**src/rtl/sram_lw_pkg.sv**
```systemverilog
package sram_lw_pkg;
  typedef enum logic [1:0] {
    OP_IDLE  = 2'd0,
    OP_READ  = 2'd1,
    OP_WRITE = 2'd2
  } sram_op_e;
endpackage

```
**src/rtl/sram_lw_decode.sv**
```systemverilog
module sram_lw_decode
  import sram_lw_pkg::*;
#(
  parameter int ADDR_W  = 4,
  parameter int LANES   = 2,
  parameter int BURST_W = 2
) (
  input  logic              clk,
  input  logic              rst_n,
  input  logic              sleep,
  input  logic              sel_n,
  input  logic              wr_n,
  input  logic              adv,
  input  logic              oe_n,
  input  logic [LANES-1:0]  lane_en_n,
  input  logic [ADDR_W-1:0] addr,
  output sram_op_e          op,
  output logic [ADDR_W-1:0] op_addr,
  output logic [LANES-1:0]  op_lanes,
  output logic              op_drive
);
  logic               act_q, act_n;
  logic               bwr_q, bwr_n;
  logic [ADDR_W-1:0]  base_q, base_n;
  logic [BURST_W-1:0] off_q, off_n;
  logic               ctx_load;

  always_comb begin
    act_n    = act_q;
    bwr_n    = bwr_q;
    base_n   = base_q;
    off_n    = off_q;
    op       = OP_IDLE;
    op_addr  = addr;
    op_lanes = '0;
    op_drive = 1'b0;
    ctx_load = 1'b0;
    if (sleep) begin
      act_n = 1'b0;
    end else if (!sel_n) begin
      ctx_load = 1'b1;
      act_n    = 1'b1;
      bwr_n    = !wr_n;
      base_n   = addr;
      off_n    = '0;
      op       = wr_n ? OP_READ : OP_WRITE;
      op_addr  = addr;
      op_lanes = ~lane_en_n;
      op_drive = wr_n && !oe_n;
    end else if (adv && act_q) begin
      ctx_load = 1'b1;
      off_n    = off_q + 1'b1;
      op       = bwr_q ? OP_WRITE : OP_READ;
      op_addr  = base_q + ADDR_W'(off_n);
      op_lanes = ~lane_en_n;
      op_drive = !bwr_q && !oe_n;
    end else begin
      act_n = 1'b0;
    end
  end

  always_ff @(posedge clk or negedge rst_n) begin
    if (!rst_n) act_q <= 1'b0;
    else        act_q <= act_n;
  end

  always_ff @(posedge clk) begin
    if (ctx_load) begin
      bwr_q  <= bwr_n;
      base_q <= base_n;
      off_q  <= off_n;
    end
  end
endmodule

```
**src/rtl/sram_lw_array.sv**
```systemverilog
module sram_lw_array #(
  parameter int ADDR_W = 4,
  parameter int LANES  = 2,
  parameter int LANE_W = 9
) (
  input  logic                    clk,
  input  logic [LANES-1:0]        we_lanes,
  input  logic [ADDR_W-1:0]       waddr,
  input  logic [LANES*LANE_W-1:0] wdata,
  input  logic [ADDR_W-1:0]       raddr,
  output logic [LANES*LANE_W-1:0] rword
);
  localparam int DEPTH = 1 << ADDR_W;

  for (genvar g = 0; g < LANES; g++) begin : g_lane
    logic [LANE_W-1:0] cells [DEPTH];
    always_ff @(posedge clk) begin
      if (we_lanes[g]) cells[waddr] <= wdata[g*LANE_W +: LANE_W];
    end
    assign rword[g*LANE_W +: LANE_W] = cells[raddr];
  end
endmodule

```
**src/rtl/sram_lw_outpipe.sv**
```systemverilog
module sram_lw_outpipe #(
  parameter int LANES  = 2,
  parameter int LANE_W = 9
) (
  input  logic                    clk,
  input  logic                    rst_n,
  input  logic                    sleep,
  input  logic                    rd_en,
  input  logic                    rd_drive,
  input  logic [LANES*LANE_W-1:0] arr_word,
  input  logic                    fwd_hit,
  input  logic [LANES-1:0]        fwd_lanes,
  input  logic [LANES*LANE_W-1:0] wdata,
  output logic [LANES*LANE_W-1:0] rdata,
  output logic                    rdata_oe
);
  localparam int DATA_W = LANES * LANE_W;

  logic [DATA_W-1:0] merged;
  logic [DATA_W-1:0] q_q;
  logic              drv_q, drv_n;

  for (genvar g = 0; g < LANES; g++) begin : g_merge
    assign merged[g*LANE_W +: LANE_W] = (fwd_hit && fwd_lanes[g]) ?
        wdata[g*LANE_W +: LANE_W] : arr_word[g*LANE_W +: LANE_W];
  end

  always_comb begin
    drv_n = rd_en && rd_drive;
  end

  always_ff @(posedge clk or negedge rst_n) begin
    if (!rst_n) drv_q <= 1'b0;
    else        drv_q <= drv_n;
  end

  always_ff @(posedge clk) begin
    if (rd_en) q_q <= merged;
  end

  assign rdata    = q_q;
  assign rdata_oe = drv_q && !sleep;
endmodule

```
**src/rtl/sram_lw.sv**
```systemverilog
module sram_lw
  import sram_lw_pkg::*;
#(
  parameter int ADDR_W  = 4,
  parameter int LANES   = 2,
  parameter int LANE_W  = 9,
  parameter int BURST_W = 2
) (
  input  logic                    clk,
  input  logic                    rst_n,
  input  logic                    sleep,
  input  logic                    sel_n,
  input  logic                    wr_n,
  input  logic                    adv,
  input  logic                    oe_n,
  input  logic [LANES-1:0]        lane_en_n,
  input  logic [ADDR_W-1:0]       addr,
  input  logic [LANES*LANE_W-1:0] wdata,
  output logic [LANES*LANE_W-1:0] rdata,
  output logic                    rdata_oe
);
  localparam int DATA_W = LANES * LANE_W;

  sram_op_e          op;
  logic [ADDR_W-1:0] op_addr;
  logic [LANES-1:0]  op_lanes;
  logic              op_drive;

  logic              pend_v_q, pend_v_n;
  logic [ADDR_W-1:0] pend_addr_q;
  logic [LANES-1:0]  pend_lanes_q;
  logic              commit;
  logic [LANES-1:0]  we_lanes;
  logic              fwd_hit;
  logic [DATA_W-1:0] arr_word;

  sram_lw_decode #(
    .ADDR_W(ADDR_W), .LANES(LANES), .BURST_W(BURST_W)
  ) u_decode (
    .clk(clk), .rst_n(rst_n), .sleep(sleep), .sel_n(sel_n), .wr_n(wr_n),
    .adv(adv), .oe_n(oe_n), .lane_en_n(lane_en_n), .addr(addr),
    .op(op), .op_addr(op_addr), .op_lanes(op_lanes), .op_drive(op_drive)
  );

  always_comb begin
    pend_v_n = (op == OP_WRITE);
    commit   = pend_v_q && !sleep;
    we_lanes = commit ? pend_lanes_q : '0;
    fwd_hit  = commit && (pend_addr_q == op_addr);
  end

  always_ff @(posedge clk or negedge rst_n) begin
    if (!rst_n) pend_v_q <= 1'b0;
    else        pend_v_q <= pend_v_n;
  end

  always_ff @(posedge clk) begin
    if (pend_v_n) begin
      pend_addr_q  <= op_addr;
      pend_lanes_q <= op_lanes;
    end
  end

  sram_lw_array #(
    .ADDR_W(ADDR_W), .LANES(LANES), .LANE_W(LANE_W)
  ) u_array (
    .clk(clk), .we_lanes(we_lanes), .waddr(pend_addr_q), .wdata(wdata),
    .raddr(op_addr), .rword(arr_word)
  );

  sram_lw_outpipe #(
    .LANES(LANES), .LANE_W(LANE_W)
  ) u_out (
    .clk(clk), .rst_n(rst_n), .sleep(sleep), .rd_en(op == OP_READ),
    .rd_drive(op_drive), .arr_word(arr_word), .fwd_hit(fwd_hit),
    .fwd_lanes(pend_lanes_q), .wdata(wdata), .rdata(rdata),
    .rdata_oe(rdata_oe)
  );
endmodule

```
**config.mk**
```make
export PLATFORM = sky130hd
export DESIGN_NAME = sram_lw
export DESIGN_NICKNAME = d
export VERILOG_FILES = /design/src/rtl/sram_lw_pkg.sv /design/src/rtl/sram_lw_decode.sv /design/src/rtl/sram_lw_array.sv /design/src/rtl/sram_lw_outpipe.sv /design/src/rtl/sram_lw.sv
export SDC_FILE = /design/constraint.sdc
export NUM_CORES = 1
export LEC_CHECK = 0
export BUFFER_PORTS_ARGS = -buffer_cell sky130_fd_sc_hd__buf_4
export CAP_MARGIN = 5
export CORE_MARGIN = 4
export CORE_UTILIZATION = 50
export CTS_CLUSTER_DIAMETER = 200
export DETAILED_ROUTE_END_ITERATION = 10
export GPL_TIMING_DRIVEN = 0
export PLACE_DENSITY = 0.64
export SLEW_MARGIN = 20
export SYNTH_ARGS = -nofsm -noshare
export SYNTH_HDL_FRONTEND = slang
export SYNTH_SLANG_ARGS = --single-unit
```
**constraint.sdc**
```tcl
create_clock -name clk -period 5.25 [get_ports clk]
set_clock_uncertainty 0.2 [all_clocks]
set_input_delay 1.05 -clock clk [delete_from_list [all_inputs] [get_ports clk]]
set_output_delay 1.05 -clock clk [all_outputs]
set_load 0.01 [all_outputs]
```
==> impl_metrics.json, run 1 <==
{
  "max_cap_viol_count": 0,
  "ff2ff_path_depth": 12,
  "postCtsResizedCells": 0,
  "multi_input_area_sq_um": 2880,
  "worst_pin_slew_ns": 1.10,
  "finalInstanceArea_sq_um": 14600,
  "boundaryPins": 50,
  "cts_buffer_depth": 3,
  "setup_repair_after_global_routing_missed_its_margin": "false",
  "timing.final.crit_period_ns": 3.93,
  "worst_path_required_time_ns": 5.32,
  "hold_viol_final": 0,
  "syn-instance-count": 698,
  "rrSetupSlack_ns": 1.32,
  "seqCellArea_sq_um": 9650,
  "area_delta_synth_final_pct": 14.0,
  "internal-power_mw": 4.24,
  "clkTransAtPathRegs_ns": 0.06,
  "p_sw_mw": 1.10,
  "finish.utilization_pct": 58.0,
  "drv_slew": 0,
  "slew-limit-headroom_pct": 26.5,
  "post_synth.cell_area_avg_sq_um": 18.4,
  "dp_hpwl_mm": 18.2,
  "die_area_sq_um": 28200,
  "most_numerous_cell_on_the_critical_path": "sky130_fd_sc_hd__buf_2",
  "period_share_pct": 74.9,
  "run_status": "finished clean",
  "synth.net_count": 732,
  "antenna_violating_nets_post_route": 0,
  "combinationalPowerShare_pct": 6.2,
  "final_report_setup_violation_count": 0,
  "gp_congestion": 0.860,
  "critical_path.slowest_cell": "sky130_fd_sc_hd__nor2_2",
  "synth_enable_flop_cells": 319,
  "post-route-drc-count": 0,
  "floorplan.initialDensity_pct": 50.9,
  "critical_path.max_fanout": 10,
  "crit-reg2reg-launch": "u_decode.off_q[0]$_SDFFCE_PN0P_",
  "synth_cell_types": 44,
  "share_seq_of_total_power_pct": 53.5,
  "die_w_um": 168,
  "async_reset_ff_share_pct": 0.932,
  "via_per_inst": 5.83,
  "post_cts_hold_buffer_count": 0,
  "hp-class": "in -> async",
  "avgRoutedWirePerCell_um": 23.6,
  "global_route_wire_length_before_repair_mm": 41.1,
  "first_global_vias": 6784,
  "timing.critical_path.max_delay_family": "buffers and inverters",
  "clock_tree.htree_level_count": 1,
  "layout.filler_cells": 1855,
  "rr_endpoint": "u_out.rdata[14]$_DFFE_PP_",
  "initial_antenna_violation_count": 0,
  "post_dp_cell_area_sq_um": 13600,
  "final_net_count": 815,
  "crit_arrival_ns": 4.00,
  "power.density_cell_area_nw_per_um2": 366,
  "worstPathCellList": "xor2_1 > inv_1 > fa_1 > xnor2_1 > mux2i_1 > inv_2 > buf_2 > nor2_2 > buf_2 > a22oi_1 > nand3_1 > a31oi_1",
  "crit_buf_inv": 4,
  "holdWs_ns": 0.0853,
  "clock_tree_root": "sky130_fd_sc_hd__clkbuf_16",
  "switching_power_as_a_share_of_total_power_pct": 20.6,
  "timing_worst_setup_path_type": "reg -> reg",
  "drt_first_pass_iters": 5,
  "yosys_warnings": 0,
  "netlist_area_sq_um": 12800,
  "grt_remaining_overflow": 0,
  "cp-end-kind": "register",
  "clk-insertion-delay-late_ns": 0.55,
  "synth_flop_cell": "sky130_fd_sc_hd__edfxtp_1",
  "grt_start_max_net_pins": 18,
  "drt-total-wl_mm": 26.7,
  "yosys_register_bits": 322,
  "io_buffer_count": 49,
  "core_region_area_sq_um": 25200,
  "worstSetupStartpointType": "register",
  "fp-row-count": 58,
  "fin_total_pwr_mw": 5.34,
  "yosysSeqAreaShare_pct": 75.4,
  "antenna_cells_inserted": 0,
  "clkPwrFrac_pct": 40.3,
  "achievable-frequency_mhz": 254,
  "leakagePower_nw": 4.90,
  "post_route_cells_drive_above_1_share_pct": 20.4,
  "post-cts-setup-buffers": 0,
  "num_vias": 6594,
  "height_of_the_die_um": 168,
  "global_route.usage.total_pct": 19.0,
  "crit_path_max_incr_delay_ns": 0.46,
  "cts.sink_count": 322,
  "detail_route.iter0.violations": 602,
  "setup-tns-final_ns": 0,
  "cts_tree": "yes",
  "maximum_vdd_drop_mv": 0.308,
  "cts-buffers-inserted": 31
}
## synthesized netlist by cell type, drive strengths merged (2+ instances only)
cell	instances	area share [%]
a22oi	54	3.2
buf	22	1.3
inv	16	0.47
clkbuf	13	0.38
a21oi	4	0.16
mux2i	75	5.9
or3	2	0.098
dfrtp	3	0.59
nand2	10	0.29
and3b	2	0.14
a31oi	18	0.88
or2	3	0.15
edfxtp	319	75
o21ai	3	0.12
ha	2	0.20
nor3	20	0.78
mux4	36	6.3
nor2	47	1.5
nor2b	4	0.20
nand2b	5	0.24
nand3	25	1.2
## final cells by class
cell class | instances | area share (%)
Timing Repair Buffer | 50 | 2.60
Inverter | 16 | 0.411
Clock buffer | 31 | 5.31
Tap cell | 330 | 2.83
Sequential cell | 322 | 66.1
Multi-Input combinational cell | 325 | 19.8
Buffer | 35 | 1.49
Clock inverter | 23 | 1.48
## routing by layer
metal / global-route usage [%] / vias up / share of wire, %
met5: 0 / - / 0
met4: 4.27 / 0 / 2.0
met3: 2.98 / 37 / 6.0
met2: 31.8 / 210 / 51
met1: 26.8 / 3360 / 41
li1: - / 2987 / -
## per-stage QoR
step | std cells | setup WS, ns
after floorplan | 698 | 1.98
after CTS | 1132 | 1.27
after detailed placement | 1078 | 0.972
after global routing | 1132 | 1.09
after global placement | 1077 | 1.05
final | 1132 | 1.32
## worst max-delay path by stage
| stage | start | end | cells past startpoint |
|---|---|---|---|
| 3_5_place_dp | sleep | u_out.rdata[14]$_DFFE_PP_ | 11 |
| 2_1_floorplan | sleep | u_out.rdata[13]$_DFFE_PP_ | 8 |
| 3_3_place_gp | sleep | u_out.rdata[14]$_DFFE_PP_ | 11 |
| 4_1_cts | u_decode.off_q[0]$_SDFFCE_PN0P_ | u_out.rdata[14]$_DFFE_PP_ | 12 |
| 5_1_grt | u_decode.off_q[0]$_SDFFCE_PN0P_ | u_out.rdata[14]$_DFFE_PP_ | 12 |
| 6_report | u_decode.off_q[0]$_SDFFCE_PN0P_ | u_out.rdata[14]$_DFFE_PP_ | 12 |
## kinds of logic after synthesis
kind of cell / count (synthesis) / share of synthesized area (%)
compound gates: 84 / 4.78
xor+xnor: 2 / 0.137
fa+ha+maj: 3 / 0.352
buf+inv: 51 / 2.17
flops: 322 / 75.4
mux: 111 / 12.2
simple gates: 125 / 5.00
## worst reg2reg max path: cells and delay by family (launching register included)
family	cells	cell delay, ns
buffers and inverters	4	0.81
xor gates and xnor gates	2	0.44
adders and majority gates	1	0.39
and+or+nand+nor	2	0.65
DFF	1	0.43
muxes	1	0.43
AOI/OAI and AO/OA	2	0.31
## placed cells by master, fill, tap and decap left out, types with 2 or more instances in the layout
cell type / netlist / layout
sky130_fd_sc_hd__nor3_1: 20 / 20
sky130_fd_sc_hd__nand2b_1: 5 / 5
sky130_fd_sc_hd__a31oi_1: 18 / 18
sky130_fd_sc_hd__buf_4: 7 / 56
sky130_fd_sc_hd__edfxtp_1: 319 / 319
sky130_fd_sc_hd__nand2_1: 10 / 10
sky130_fd_sc_hd__a22oi_1: 54 / 54
sky130_fd_sc_hd__nor2_2: 4 / 4
sky130_fd_sc_hd__nand3_1: 23 / 23
sky130_fd_sc_hd__a21oi_1: 4 / 3
sky130_fd_sc_hd__clkbuf_16: 0 / 31
sky130_fd_sc_hd__o21ai_0: 3 / 3
sky130_fd_sc_hd__buf_6: 7 / 8
sky130_fd_sc_hd__clkinv_2: 0 / 6
sky130_fd_sc_hd__ha_1: 2 / 2
sky130_fd_sc_hd__bufinv_16: 0 / 4
sky130_fd_sc_hd__buf_1: 2 / 2
sky130_fd_sc_hd__clkinv_1: 0 / 10
sky130_fd_sc_hd__nor2_1: 43 / 43
sky130_fd_sc_hd__inv_2: 3 / 3
sky130_fd_sc_hd__clkbuf_1: 13 / 13
sky130_fd_sc_hd__nand3_4: 2 / 2
sky130_fd_sc_hd__inv_1: 13 / 13
sky130_fd_sc_hd__buf_2: 6 / 6
sky130_fd_sc_hd__nor2b_1: 4 / 4
sky130_fd_sc_hd__or2_0: 2 / 2
sky130_fd_sc_hd__or3_1: 2 / 2
sky130_fd_sc_hd__and3b_1: 2 / 2
sky130_fd_sc_hd__mux4_2: 36 / 36
sky130_fd_sc_hd__dfrtp_1: 3 / 3
sky130_fd_sc_hd__mux2i_1: 74 / 74
## power groups by stage
| stage | sequential [mW] | clock, mW | combinational, mW |
|---|---|---|---|
| 2_1_floorplan | 2.91 | 0 | 0.190 |
| 3_3_place_gp | 2.91 | 0 | 0.321 |
| 3_5_place_dp | 2.91 | 0 | 0.332 |
| 4_1_cts | 2.86 | 2.19 | 0.334 |
| 5_1_grt | 2.86 | 2.31 | 0.359 |
| 6_report | 2.86 | 2.15 | 0.332 |
## sequential cells by signal (all words and copies together), names as in the netlist, 2 cells and up
name	cells
u_out.rdata	18
pend_lanes_q	2
pend_addr_q	4
u_array.g_lane.cells	288
u_decode.off_q	2
u_decode.base_q	4
Power figures use the tool's default switching activity.
==> run 2: changes to the inputs <==
==> constraint.sdc (replaced) <==
create_clock -name clk -period 4.1 [get_ports clk]
set_clock_uncertainty 0.2 [all_clocks]
set_input_delay 0.82 -clock clk [delete_from_list [all_inputs] [get_ports clk]]
set_output_delay 0.82 -clock clk [all_outputs]
set_load 0.01 [all_outputs]
==> run 2 against run 1 <==
Sequential power is 28% higher. Final cell count hardly changed. Via count is 0.29% higher. Clock power is 28% higher. Power is 28% higher. Setup slack worse by 1.1 ns. Hold slack better by 0.13 ns. Global-route usage hardly changed. Core utilization is 0.075 points higher. Wire length is 0.19% higher. Count of clock-buffer cells in the layout stayed put.
==> impl_metrics.json, run 2 (synthesized netlist as in run 1, its figures left out) <==
{
  "run_status": "finished clean",
  "hp-class": "in -> reg",
  "via_per_inst": 5.84,
  "finalInstanceArea_sq_um": 14600,
  "cp-end-kind": "register",
  "clk-insertion-delay-late_ns": 0.55,
  "core_region_area_sq_um": 25200,
  "post-route-drc-count": 0,
  "cts-buffers-inserted": 31,
  "num_vias": 6613,
  "gp_congestion": 0.860,
  "max_cap_viol_count": 0,
  "power.density_cell_area_nw_per_um2": 468,
  "timing_worst_setup_path_type": "reg -> reg",
  "floorplan.initialDensity_pct": 50.9,
  "initial_antenna_violation_count": 0,
  "global_route.usage.total_pct": 19.0,
  "crit_arrival_ns": 3.95,
  "placed_cells": 1078,
  "die_area_sq_um": 28200,
  "clock_tree_root": "sky130_fd_sc_hd__clkbuf_16",
  "layout_common_cells": "sky130_fd_sc_hd__edfxtp_1 (319), sky130_fd_sc_hd__mux2i_1 (74), sky130_fd_sc_hd__buf_4 (56)",
  "timing.final.crit_period_ns": 3.87,
  "rr_endpoint": "u_out.rdata[0]$_DFFE_PP_",
  "post_layout_nonfiller_instances": 1133,
  "grt_remaining_overflow": 0,
  "layout.filler_cells": 1854,
  "dp_hpwl_mm": 18.2,
  "maximum_vdd_drop_mv": 0.395,
  "die_w_um": 168,
  "slew-limit-headroom_pct": 30.2,
  "hp-start": "oe_n",
  "boundaryPins": 50,
  "post-cts-setup-buffers": 0,
  "height_of_the_die_um": 168,
  "fin_total_pwr_mw": 6.84,
  "ff2ff_path_depth": 12,
  "hold-path-cell-count": 2,
  "drv_slew": 0,
  "crit-reg2reg-launch": "u_decode.off_q[0]$_SDFFCE_PN0P_",
  "post_dp_cell_area_sq_um": 13600,
  "mostFrequentLayoutCell": "sky130_fd_sc_hd__edfxtp_1",
  "first_global_vias": 6789,
  "fp-row-count": 58,
  "clock_tree.htree_level_count": 1,
  "cts_buffer_depth": 3,
  "rrSetupSlack_ns": 0.23,
  "detail_route.iter0.violations": 661,
  "setup-tns-final_ns": 0,
  "largest_register": "u_array.g_lane.cells",
  "global_route_wire_length_before_repair_mm": 41.1,
  "antenna_violating_nets_post_route": 0,
  "number_of_flip_flops_under_the_largest_register_name": 288,
  "area_delta_synth_final_pct": 14.1,
  "drt-total-wl_mm": 26.8,
  "achievable-frequency_mhz": 259,
  "final_net_count": 816,
  "cts.sink_count": 322,
  "antenna_cells_inserted": 0,
  "clkTransAtPathRegs_ns": 0.06,
  "post_route_cells_drive_above_1_share_pct": 20.7,
  "worstSetupStartpointType": "register",
  "io_buffer_count": 49,
  "final_report_setup_violation_count": 0,
  "grt_start_max_net_pins": 18,
  "period_share_pct": 94.3,
  "setup_repair_after_global_routing_missed_its_margin": "false",
  "drt_first_pass_iters": 5,
  "worst_pin_slew_ns": 1.04,
  "avgRoutedWirePerCell_um": 23.6,
  "critical_path.max_fanout": 10,
  "worst_path_required_time_ns": 4.18,
  "worstHoldEndpoint": "u_out.drv_q$_DFF_PN0_",
  "leakagePower_nw": 4.91,
  "cts_tree": "yes",
  "hold_viol_final": 0
}
## run 2: cell count changes in the layout (fill, tap and decap cells not counted), sizes merged
cell / previous run / this run
dlygate4sd3: 0 / 1
## run 2: what timing repair did
item | CTS | global route
hold buffers | 1 | 0
hold endpoints to repair | 3 | 0
resized for setup | 0 | 4
setup endpoints to repair | 0 | 5
## run 2: routing by layer
layer | share of wire, % | track usage (%) | vias up
met5 | 0 | 0 | -
met4 | 1.9 | 4.27 | 0
met3 | 5.6 | 2.98 | 33
met2 | 51 | 31.9 | 195
met1 | 42 | 26.8 | 3393
li1 | - | - | 2992
## run 2: cell type report
class | count | area [sq um] | share of cell area (%)
timing repair buffer | 51 | 389 | 2.66
sequential | 322 | 9650 | 66.0
buffer | 35 | 219 | 1.50
clock inverter | 23 | 216 | 1.48
multi-input combinational | 325 | 2890 | 19.8
inverter | 16 | 60.1 | 0.411
tap | 330 | 413 | 2.82
clock buffer | 31 | 776 | 5.31
## run 2: worst max-delay path: stages (launching register included)
cell,delay (ns)
sky130_fd_sc_hd__edfxtp_1,0.43
sky130_fd_sc_hd__xor2_1,0.26
sky130_fd_sc_hd__inv_1,0.12
sky130_fd_sc_hd__fa_1,0.39
sky130_fd_sc_hd__xnor2_1,0.18
sky130_fd_sc_hd__mux2i_1,0.45
sky130_fd_sc_hd__inv_2,0.09
sky130_fd_sc_hd__buf_2,0.25
sky130_fd_sc_hd__nor2_2,0.43
sky130_fd_sc_hd__buf_2,0.34
sky130_fd_sc_hd__a22oi_1,0.15
sky130_fd_sc_hd__nand3_1,0.19
sky130_fd_sc_hd__a31oi_1,0.13
## run 2: through the flow
step / setup WS [ns] / utilization, % / hold slack, ns
floorplan: 1.06 / - / 0.324
global placement: 0.134 / 54.0 / 0.398
detailed placement: 0.0519 / 54.0 / 0.406
CTS: 0.119 / 58.0 / 0.188
global route: 0.0217 / 58.1 / 0.190
finish: 0.232 / 58.1 / 0.217
## run 2: worst max-delay path by stage
stage	startpoint	to	slack, ns	cells after the start
after global routing	u_decode.off_q[0]$_SDFFCE_PN0P_	u_out.rdata[7]$_DFFE_PP_	0.02	12
after floorplan	sleep	u_out.rdata[13]$_DFFE_PP_	1.06	8
final	u_decode.off_q[0]$_SDFFCE_PN0P_	u_out.rdata[0]$_DFFE_PP_	0.23	12
after global placement	sleep	u_out.rdata[14]$_DFFE_PP_	0.13	11
after detailed placement	sleep	u_out.rdata[14]$_DFFE_PP_	0.05	11
after CTS	u_decode.off_q[0]$_SDFFCE_PN0P_	u_out.rdata[14]$_DFFE_PP_	0.12	12
## run 2: power by group
part	internal [mW]	switching, mW
Clock	1.62	1.14
Sequential	3.65	0.0106
Combinational	0.164	0.264
